--- src/rtl/mbox_pkg.sv ---
package mbox_pkg;
  localparam int SEL_W = 8;

  typedef struct packed {
    logic             clear;
    logic             load;
    logic             shift;
    logic             wrEn;
    logic [SEL_W-1:0] wrIdx;
    logic             wrLast;
  } dpCtl_t;
endpackage

--- src/rtl/mbox_ctrl.sv ---
module mbox_ctrl
  import mbox_pkg::*;
#(
  parameter int DEPTH = 4,
  localparam int CNT_W = $clog2(DEPTH + 1)
) (
  input  logic             clk,
  input  logic             rstN,
  input  logic             pushValid,
  input  logic             popReq,
  input  logic             clearReq,
  input  logic             loadReq,
  input  logic [CNT_W-1:0] loadCount,
  output dpCtl_t           ctl,
  output logic [CNT_W-1:0] count,
  output logic             waiting,
  output logic             notify,
  output logic             popValid,
  output logic [CNT_W-1:0] popCount
);
  localparam logic [CNT_W-1:0] FULL = CNT_W'(DEPTH);
  localparam logic [CNT_W-1:0] LAST = CNT_W'(DEPTH - 1);

  logic [CNT_W-1:0] cntAfterPop, cntNext;
  logic             waitAfterPop, waitNext, notifyNext;
  logic             popHit, popMiss, normalOp;

  always_comb begin
    normalOp     = !clearReq && !loadReq;
    popHit       = normalOp && popReq && (count != '0);
    popMiss      = normalOp && popReq && (count == '0);
    cntAfterPop  = popHit ? count - CNT_W'(1) : count;
    waitAfterPop = popHit ? 1'b0 : (popMiss ? 1'b1 : waiting);

    ctl          = '0;
    ctl.shift    = popHit;
    cntNext      = cntAfterPop;
    waitNext     = waitAfterPop;
    notifyNext   = 1'b0;

    if (clearReq) begin
      ctl.clear = 1'b1;
      cntNext   = '0;
      waitNext  = 1'b0;
    end else if (loadReq) begin
      ctl.load = 1'b1;
      cntNext  = (loadCount > FULL) ? FULL : loadCount;
      waitNext = 1'b0;
    end else if (pushValid) begin
      ctl.wrLast = 1'b1;
      if (cntAfterPop < LAST) begin
        ctl.wrEn  = 1'b1;
        ctl.wrIdx = SEL_W'(cntAfterPop);
        cntNext   = cntAfterPop + CNT_W'(1);
      end else begin
        cntNext = FULL;
      end
      notifyNext = waitAfterPop;
      waitNext   = 1'b0;
    end
  end

  always_ff @(posedge clk or negedge rstN) begin
    if (!rstN) begin
      count    <= '0;
      waiting  <= 1'b0;
      notify   <= 1'b0;
      popValid <= 1'b0;
      popCount <= '0;
    end else begin
      count    <= cntNext;
      waiting  <= waitNext;
      notify   <= notifyNext;
      popValid <= popHit || popMiss;
      popCount <= (popHit || popMiss) ? count : '0;
    end
  end
endmodule

--- src/rtl/mbox_dp.sv ---
module mbox_dp
  import mbox_pkg::*;
#(
  parameter int DEPTH  = 4,
  parameter int DATA_W = 32
) (
  input  logic                    clk,
  input  logic                    rstN,
  input  dpCtl_t                  ctl,
  input  logic [DATA_W-1:0]       pushData,
  input  logic [DEPTH*DATA_W-1:0] loadData,
  output logic [DATA_W-1:0]       popData,
  output logic [DEPTH*DATA_W-1:0] slotsFlat
);
  logic [DATA_W-1:0] slotQ [DEPTH];
  logic [DATA_W-1:0] slotD [DEPTH];

  always_comb begin
    for (int i = 0; i < DEPTH; i++) slotD[i] = slotQ[i];
    if (ctl.clear) begin
      for (int i = 0; i < DEPTH; i++) slotD[i] = '0;
    end else if (ctl.load) begin
      for (int i = 0; i < DEPTH; i++) slotD[i] = loadData[i*DATA_W +: DATA_W];
    end else begin
      if (ctl.shift)
        for (int i = 0; i < DEPTH - 1; i++) slotD[i] = slotQ[i+1];
      for (int i = 0; i < DEPTH - 1; i++)
        if (ctl.wrEn && ctl.wrIdx == SEL_W'(i)) slotD[i] = pushData;
      if (ctl.wrLast) slotD[DEPTH-1] = pushData;
    end
  end

  always_ff @(posedge clk or negedge rstN) begin
    if (!rstN) begin
      for (int i = 0; i < DEPTH; i++) slotQ[i] <= '0;
      popData <= '0;
    end else begin
      for (int i = 0; i < DEPTH; i++) slotQ[i] <= slotD[i];
      popData <= ctl.shift ? slotQ[0] : '0;
    end
  end

  for (genvar g = 0; g < DEPTH; g++) begin : g_flat
    assign slotsFlat[g*DATA_W +: DATA_W] = slotQ[g];
  end
endmodule

--- src/rtl/mbox_overwrite_q.sv ---
module mbox_overwrite_q
  import mbox_pkg::*;
#(
  parameter int DEPTH  = 4,
  parameter int DATA_W = 32,
  localparam int CNT_W = $clog2(DEPTH + 1)
) (
  input  logic                    clk,
  input  logic                    rstN,
  input  logic                    pushValid,
  input  logic [DATA_W-1:0]       pushData,
  input  logic                    popReq,
  input  logic                    clearReq,
  input  logic                    loadReq,
  input  logic [CNT_W-1:0]        loadCount,
  input  logic [DEPTH*DATA_W-1:0] loadData,
  output logic [CNT_W-1:0]        count,
  output logic                    waiting,
  output logic                    notify,
  output logic                    popValid,
  output logic [DATA_W-1:0]       popData,
  output logic [CNT_W-1:0]        popCount,
  output logic [DEPTH*DATA_W-1:0] peekSlots
);
  dpCtl_t                  ctl;
  logic [DEPTH*DATA_W-1:0] slotsFlat;

  mbox_ctrl #(.DEPTH(DEPTH)) u_ctrl (
    .clk(clk), .rstN(rstN), .pushValid(pushValid), .popReq(popReq),
    .clearReq(clearReq), .loadReq(loadReq), .loadCount(loadCount),
    .ctl(ctl), .count(count), .waiting(waiting), .notify(notify),
    .popValid(popValid), .popCount(popCount)
  );

  mbox_dp #(.DEPTH(DEPTH), .DATA_W(DATA_W)) u_dp (
    .clk(clk), .rstN(rstN), .ctl(ctl), .pushData(pushData),
    .loadData(loadData), .popData(popData), .slotsFlat(slotsFlat)
  );

  assign peekSlots = (count == '0) ? '0 : slotsFlat;
endmodule

--- config.mk ---
export PLATFORM = sky130hd
export DESIGN_NAME = mbox_overwrite_q
export DESIGN_NICKNAME = d
export VERILOG_FILES = /design/src/rtl/mbox_pkg.sv /design/src/rtl/mbox_ctrl.sv /design/src/rtl/mbox_dp.sv /design/src/rtl/mbox_overwrite_q.sv
export SDC_FILE = /design/constraint.sdc
export NUM_CORES = 1
export LEC_CHECK = 0
export ABC_AREA = 0
export BUFFER_PORTS_ARGS = -buffer_cell sky130_fd_sc_hd__buf_4
export CORE_AREA = 2 2 148 150
export DETAILED_ROUTE_END_ITERATION = 10
export DIE_AREA = 0 0 150 152
export HOLD_SLACK_MARGIN = 0.08
export PLACE_DENSITY = 0.76
export SYNTH_ARGS = -nofsm -noshare
export SYNTH_HDL_FRONTEND = slang
export SYNTH_SLANG_ARGS = --single-unit
--- constraint.sdc ---
create_clock -name clk -period 6.9 [get_ports clk]
set_clock_uncertainty 0.2 [all_clocks]
set_input_delay 0.345 -clock clk [delete_from_list [all_inputs] [get_ports clk]]
set_output_delay 0.345 -clock clk [all_outputs]
set_load 0.02 [all_outputs]
==> reports/results.ini, run 1 <==
[place]
place.gp.congestion=0.9611
place_ws_ns=2.871
port_buffers=337
dp_hpwl_um=24850

[finish]
n_antenna_cell=0
nNetsFinal=1592
drive_gt1_share_pct=28.26
fillers=1661
area_growth_syn_to_layout_pct=50.99

[synthesis]
yosysUniqueCellTypes=59
syn_area_per_cell_um2=9.514
yosys_warnings=0
yosysSeqAreaShare_pct=45.18
ys_ff_latch=169
yosysTopAreaCell=dfrtp_1
synth-edff-count=0
yosysTopAreaCellShare_pct=45.18
synth-async-reset-ratio_pct=100.0
yosys_most_used_dff=dfrtp_1
syn_inst=984
synth_area_leaders=dfrtp_1 45%, mux2i_1 9.7%, and2_1 8.6%, a22oi_1 4.5%, nor2_1 3.9%
synth_nets=1156
syn_area_um2=9361

[clock_tree]
cts-root-buf=clkbuf_16
post_cts_resized=0
post_cts_buffers=0
cts_tree=done
worstSkewPairLatency_ns=0.43
htreeDepth=4
clock_path_buffers=2
path_clk_slew_ns=0.08
numCtsBuffers=17
cts.sinks=169

[die]
dieArea_um2=22800
start_util_pct=43.85
io-pin-count=338
die_h_um=152
core_area_um2=21350
die_w_um=150
num_rows=54

[sta]
hold-worst-slack_ns=0.09304
fin_crit_sh_pct=67.72
slew_headroom_pct=21.59
fmax_mhz=214.0
drv_slew=0
worst_slew_pin_slew_ns=1.175
fin_tns_setup_ns=0
hold_viol=0
setup_ws_ns=2.228
finalSetupViolCount=0
finalCriticalPeriod_ns=4.672
rsz0062_at_grt=no

[flow_run]
maxCapViolCount=0

[drt]
avgViaCountPerCell=5.569
wl_um=35900
first_pass_iters=8
ant_nets=0
drtIter0Drc=759
vias=9539
post-route-drc-count=0
post_drt_wl_per_cell_um=20.96

[global_routing]
grt_pass1_wl_um=54500
grt_max_degree=102
antenna_found_initial=1
gr-total-overflow=0
grt_usage_pct=31.05
first_global_vias=9614

[pwr]
ir_worst_vdd_v=0.0001518
power_leakage_nw=7.177
power_density_nw_per_um2=203.3

[setup_path]
critPathCaptureType=flop
crit_chain=inv_1 > ha_1 > nand2b_4 > buf_4 > a221oi_4 > buf_4 > nand2b_1 > o21ai_0 > dlygate4sd3_1
reg2reg_slack_ns=2.23
crit_family=buffers and inverters
cp_num_buf_inv=4
critPathArrivalTime_ns=4.79
cp_slowest_cell=nand2b_1
cp_common_cell=buf_4
cp.required_ns=7.02
max_stage_delay_ns=0.64
crit_type=flop to flop
cp_max_fo=95
critPathLaunchType=flop

[hold_path]
hp-class=input pin to flop

[status]
status=finished clean

==> tightest hold or removal path: stages <==
cell     delay [ns]
buf_4          0.11
nor2_1         0.14
o41ai_2        0.09
==> final cells by class <==
type / instances / area (um^2) / area share (%)
Timing Repair Buffer: 502 / 4165 / 29.47
Clock inverter: 14 / 173.9 / 1.230
Tap cell: 280 / 350.3 / 2.479
Multi-Input combinational cell: 707 / 4686 / 33.15
Sequential cell: 169 / 4229 / 29.92
Inverter: 23 / 91.34 / 0.6462
Clock buffer: 18 / 439.2 / 3.107
==> where the power goes <==
part | switching, mW | leakage [nW] | internal (mW) | total (mW)
logic | 0.413 | 4.62 | 0.343 | 0.756
registers | 0.0659 | 2.25 | 1.06 | 1.13
clock network | 0.461 | 0.302 | 0.532 | 0.993
==> state kept, by name, summed over array words and instances (netlist names) <==
| name | flops |
|---|---|
| u_ctrl.count | 3 |
| u_ctrl.notify | 1 |
| u_ctrl.popCount | 3 |
| u_ctrl.popValid | 1 |
| u_ctrl.waiting | 1 |
| u_dp.popData | 32 |
| u_dp.slotsFlat | 128 |
==> repair_timing <==
action / 4_1_cts / 5_1_grt
endpoints found under the setup margin: 0 / 0
hold endpoints to repair: 207 / 1
hold buffers: 155 / 1
==> routing by layer <==
metal	vias up	GRT usage, %	part of all wire [%]
met1	4590	42.27	42
met2	498	48.55	47
met5	-	0	0.039
li1	4356	-	-
met4	2	13.52	3.9
met3	93	5.465	7.5
==> cell usage in the layout, fill, tap and decap left out, drive strengths merged, types with 13 or more instances in the layout <==
| cell | count |
|---|---|
| buf | 345 |
| dfrtp | 169 |
| dlygate4sd3 | 156 |
| and2 | 128 |
| nor2 | 97 |
| mux2i | 92 |
| o21ai | 71 |
| a22oi | 56 |
| nand2 | 46 |
| a21oi | 38 |
| and3 | 33 |
| nor3 | 32 |
| inv | 31 |
| clkbuf | 19 |
| o31ai | 16 |
| o41ai | 13 |
==> synthesized netlist by cell type (2+ instances only) <==
library cell and number:
a21oi_1 36, a221o_1 4, a221oi_1 9, a22oi_1 56
a311o_1 2, and2_1 128, and3_1 33, buf_1 12
buf_2 8, buf_4 6, buf_6 5, clkbuf_1 54
dfrtp_1 169, ha_1 3, inv_1 22, mux2i_1 91
nand2_1 46, nand2b_1 3, nor2_1 97, nor2b_1 12
nor3_1 32, o211ai_1 3, o21ai_0 11, o21ai_1 60
o21bai_1 2, o221ai_1 8, o22ai_1 12, o31a_1 2
o31ai_1 16, o41ai_1 3, o41ai_2 10, or2_1 2
==> path summary, 6_finish.rpt <==
check,from,endpoint,cells after the start
max,u_ctrl.count[0]$_DFF_PN0_,u_dp.slotsFlat[38]$_DFFE_PN0P_,9
max reg2reg,u_ctrl.count[0]$_DFF_PN0_,u_dp.slotsFlat[38]$_DFFE_PN0P_,9
max in group asynchronous,rstN,u_dp.slotsFlat[88]$_DFFE_PN0P_,3
min in group asynchronous,rstN,u_ctrl.popValid$_DFF_PN0_,2
min reg2reg,u_dp.slotsFlat[10]$_DFFE_PN0P_,u_dp.slotsFlat[10]$_DFFE_PN0P_,2
min,loadData[63],u_dp.slotsFlat[63]$_DFFE_PN0P_,3
==> logic make-up (layout without fill, tap and decap cells) <==
group           Yosys count  after routing  share of synthesized area (%)
fa+ha+maj                 3              3                         0.4010
buf+inv                 108            557                          5.132
mux                      92             92                          9.971
compound gates          247            247                          18.60
flops                   169            169                          45.18
simple gates            364            364                          20.62
xor+xnor                  1              1                        0.09357
==> through the flow <==
stage	cells	total power [mW]	util [%]	area, um^2
floorplan	984	1.494	-	9361
global placement	1525	1.792	56.02	11960
detailed placement	1525	1.802	56.02	11960
CTS	1712	2.874	66.16	14120
global route	1713	2.991	66.20	14130
finish	1713	2.874	66.20	14130
Power figures use the tool's default switching activity.
==> run 2, diff against run 1 <==
==> constraint.sdc (replaced) <==
create_clock -name clk -period 4.6 [get_ports clk]
set_clock_uncertainty 0.2 [all_clocks]
set_input_delay 0.23 -clock clk [delete_from_list [all_inputs] [get_ports clk]]
set_output_delay 0.23 -clock clk [all_outputs]
set_load 0.02 [all_outputs]
==> run 2 against run 1 <==
Compared with the run above: setup slack worse by 1.9 ns; die area unchanged; total power rose by 53%; fmax up 10%; cell area grew 7.4%; sequential share of layout area down 2.1 points; sequential power is 50% higher; combinational power up 65%; via count rose by 5.5%; register-to-register slack got worse by 1.9 ns; cell count grew 6.2%.
==> reports/results.ini, run 2 (synthesis gave the netlist of run 1 again) <==
[status]
status=finished clean

[sta]
hold_viol=0
finalCriticalPeriod_ns=4.229
drv_slew=0
slew_headroom_pct=35.33
fmax_mhz=236.5
worst_slew_pin_slew_ns=0.9700
fin_crit_sh_pct=91.93
fin_tns_setup_ns=0
finalSetupViolCount=0
rsz0062_at_grt=no

[setup_path]
critPathCaptureType=flop
regToRegStartpoint=u_ctrl.count[0]$_DFF_PN0_
cp_slowest_cell=o21ba_1
cp_num_buf_inv=2
crit_type=flop to flop
crit_family=compound AO/OA/AOI/OAI gates
max_stage_delay_ns=0.97
critPathArrivalTime_ns=4.40
startpoint=u_ctrl.count[0]$_DFF_PN0_
crit_chain=inv_1 > ha_1 > nor4bb_1 > a2111o_1 > o21ba_1 > nor3_1 > o41ai_2 > dlygate4sd3_1
critPathLaunchType=flop
cp_max_fo=28
cp.required_ns=4.77

[pwr]
p_int_mw=2.966
p_switching_mw=1.433
power_density_nw_per_um2=289.8
ir_worst_vdd_v=0.0002444
power_leakage_nw=7.632
pwr-share-seq_pct=38.5
switching_share_pct=32.58
p_clk_share_pct=33.0
combPwrFrac_pct=28.5

[clock_tree]
cts-root-buf=clkbuf_16
post_cts_resized=0
htreeDepth=4
cts_tree=done
worstSkewPairLatency_ns=0.44
path_clk_slew_ns=0.08
clock_path_buffers=2
cts.sinks=169
numCtsBuffers=17

[finish]
nNetsFinal=1700
mostFrequentLayoutCells=349 x buf_4, 260 x dlygate4sd3_1, 169 x dfrtp_1
largest_reg_flops=128
drive_gt1_share_pct=26.49
post-route-cell-area_um2=15180
mostFrequentLayoutCell=buf_4
area_growth_syn_to_layout_pct=62.14
n_antenna_cell=0

[global_routing]
gr-total-overflow=0
grt_max_degree=94
first_global_vias=10360
antenna_found_initial=0
grt_pass1_wl_um=58150
grt_usage_pct=33.19

[hold_path]
hold_path.startpoint=clearReq
hp-class=input pin to flop

[die]
start_util_pct=43.85
io-pin-count=338
die_w_um=150
dieArea_um2=22800
num_rows=54
die_h_um=152
core_area_um2=21350

[drt]
wl_um=38340
drtIter0Drc=820
post_drt_wl_per_cell_um=21.07
ant_nets=0
post-route-drc-count=0
first_pass_iters=5
vias=10060
avgViaCountPerCell=5.529

[place]
port_buffers=337
place.gp.congestion=0.9392
dp_hpwl_um=25660
dpl-instance-area_um2=11990

[flow_run]
maxCapViolCount=0

-- run 2: cell count changes in the layout (fill, tap and decap cells not counted) --
cell           before  now
dlygate4sd3_1     156  260
buf_4             345  349
clkinv_4            3    0
clkinvlp_4          0    3
inv_6               3    5
clkbuf_8            2    1
clkinv_8            2    1
inv_8               6    5
-- run 2: path summary, 6_finish.rpt --
kind | cells after the start | slack, ns | end
setup / recovery | 8 | 0.37 | u_dp.slotsFlat[52]$_DFFE_PN0P_
hold / removal | 2 | 0.1 | u_dp.slotsFlat[102]$_DFFE_PN0P_
setup reg to reg | 8 | 0.37 | u_dp.slotsFlat[52]$_DFFE_PN0P_
hold reg to reg | 2 | 0.30 | u_dp.slotsFlat[10]$_DFFE_PN0P_
max in group asynchronous | 3 | 2.93 | u_ctrl.count[1]$_DFF_PN0_
min in group asynchronous | 2 | 0.18 | u_ctrl.popValid$_DFF_PN0_
-- run 2: through the flow --
| stage | total power, mW | hold WS [ns] | utilization (%) | std cells | setup WS (ns) |
|---|---|---|---|---|---|
| after floorplan | 2.242 | -0.2656 | - | 984 | 1.765 |
| after global placement | 2.697 | 0.1090 | 56.16 | 1529 | 1.202 |
| after detailed placement | 2.711 | 0.1103 | 56.16 | 1529 | 1.067 |
| after CTS | 4.375 | 0.08859 | 71.09 | 1820 | 0.5122 |
| after global routing | 4.558 | 0.1123 | 71.09 | 1820 | 0.1339 |
| final | 4.399 | 0.09953 | 71.09 | 1820 | 0.3711 |
-- run 2: what timing repair did --
item / 4_1_cts / 5_1_grt
hold endpoints to repair: 211 / 0
buffers inserted: 0 / 0
hold buffers: 260 / 0
-- run 2: worst register-to-register path, cell delays in order (launching register included) --
cell,delay (ns)
dfrtp_1,0.52
inv_1,0.30
ha_1,0.34
nor4bb_1,0.10
a2111o_1,0.66
o21ba_1,0.97
nor3_1,0.20
o41ai_2,0.29
dlygate4sd3_1,0.60
-- run 2: final cells by class --
| cell class | count | area, um^2 |
|---|---|---|
| Fill cell | 1610 | 6172 |
| Clock buffer | 17 | 425.4 |
| Inverter | 23 | 91.34 |
| Timing Repair Buffer | 610 | 5236 |
| Clock inverter | 14 | 160.2 |
| Multi-Input combinational cell | 707 | 4686 |
| Tap cell | 280 | 350.3 |
| Sequential cell | 169 | 4229 |
-- run 2: power groups by stage --
stage	combinational (mW)	clock [mW]	sequential [mW]
2_1_floorplan	0.563	0	1.68
3_3_place_gp	0.982	0	1.71
3_5_place_dp	0.995	0	1.72
4_1_cts	1.23	1.46	1.69
5_1_grt	1.33	1.52	1.70
6_report	1.25	1.45	1.69
-- run 2: routing by layer --
layer / GRT usage, % / wire [um] / up-vias
met5: 0 / 0 / -
met4: 14.60 / 1475 / 0
met3: 6.246 / 2699 / 101
met2: 53.10 / 18090 / 494
met1: 43.84 / 16070 / 4896
li1: - / - / 4572
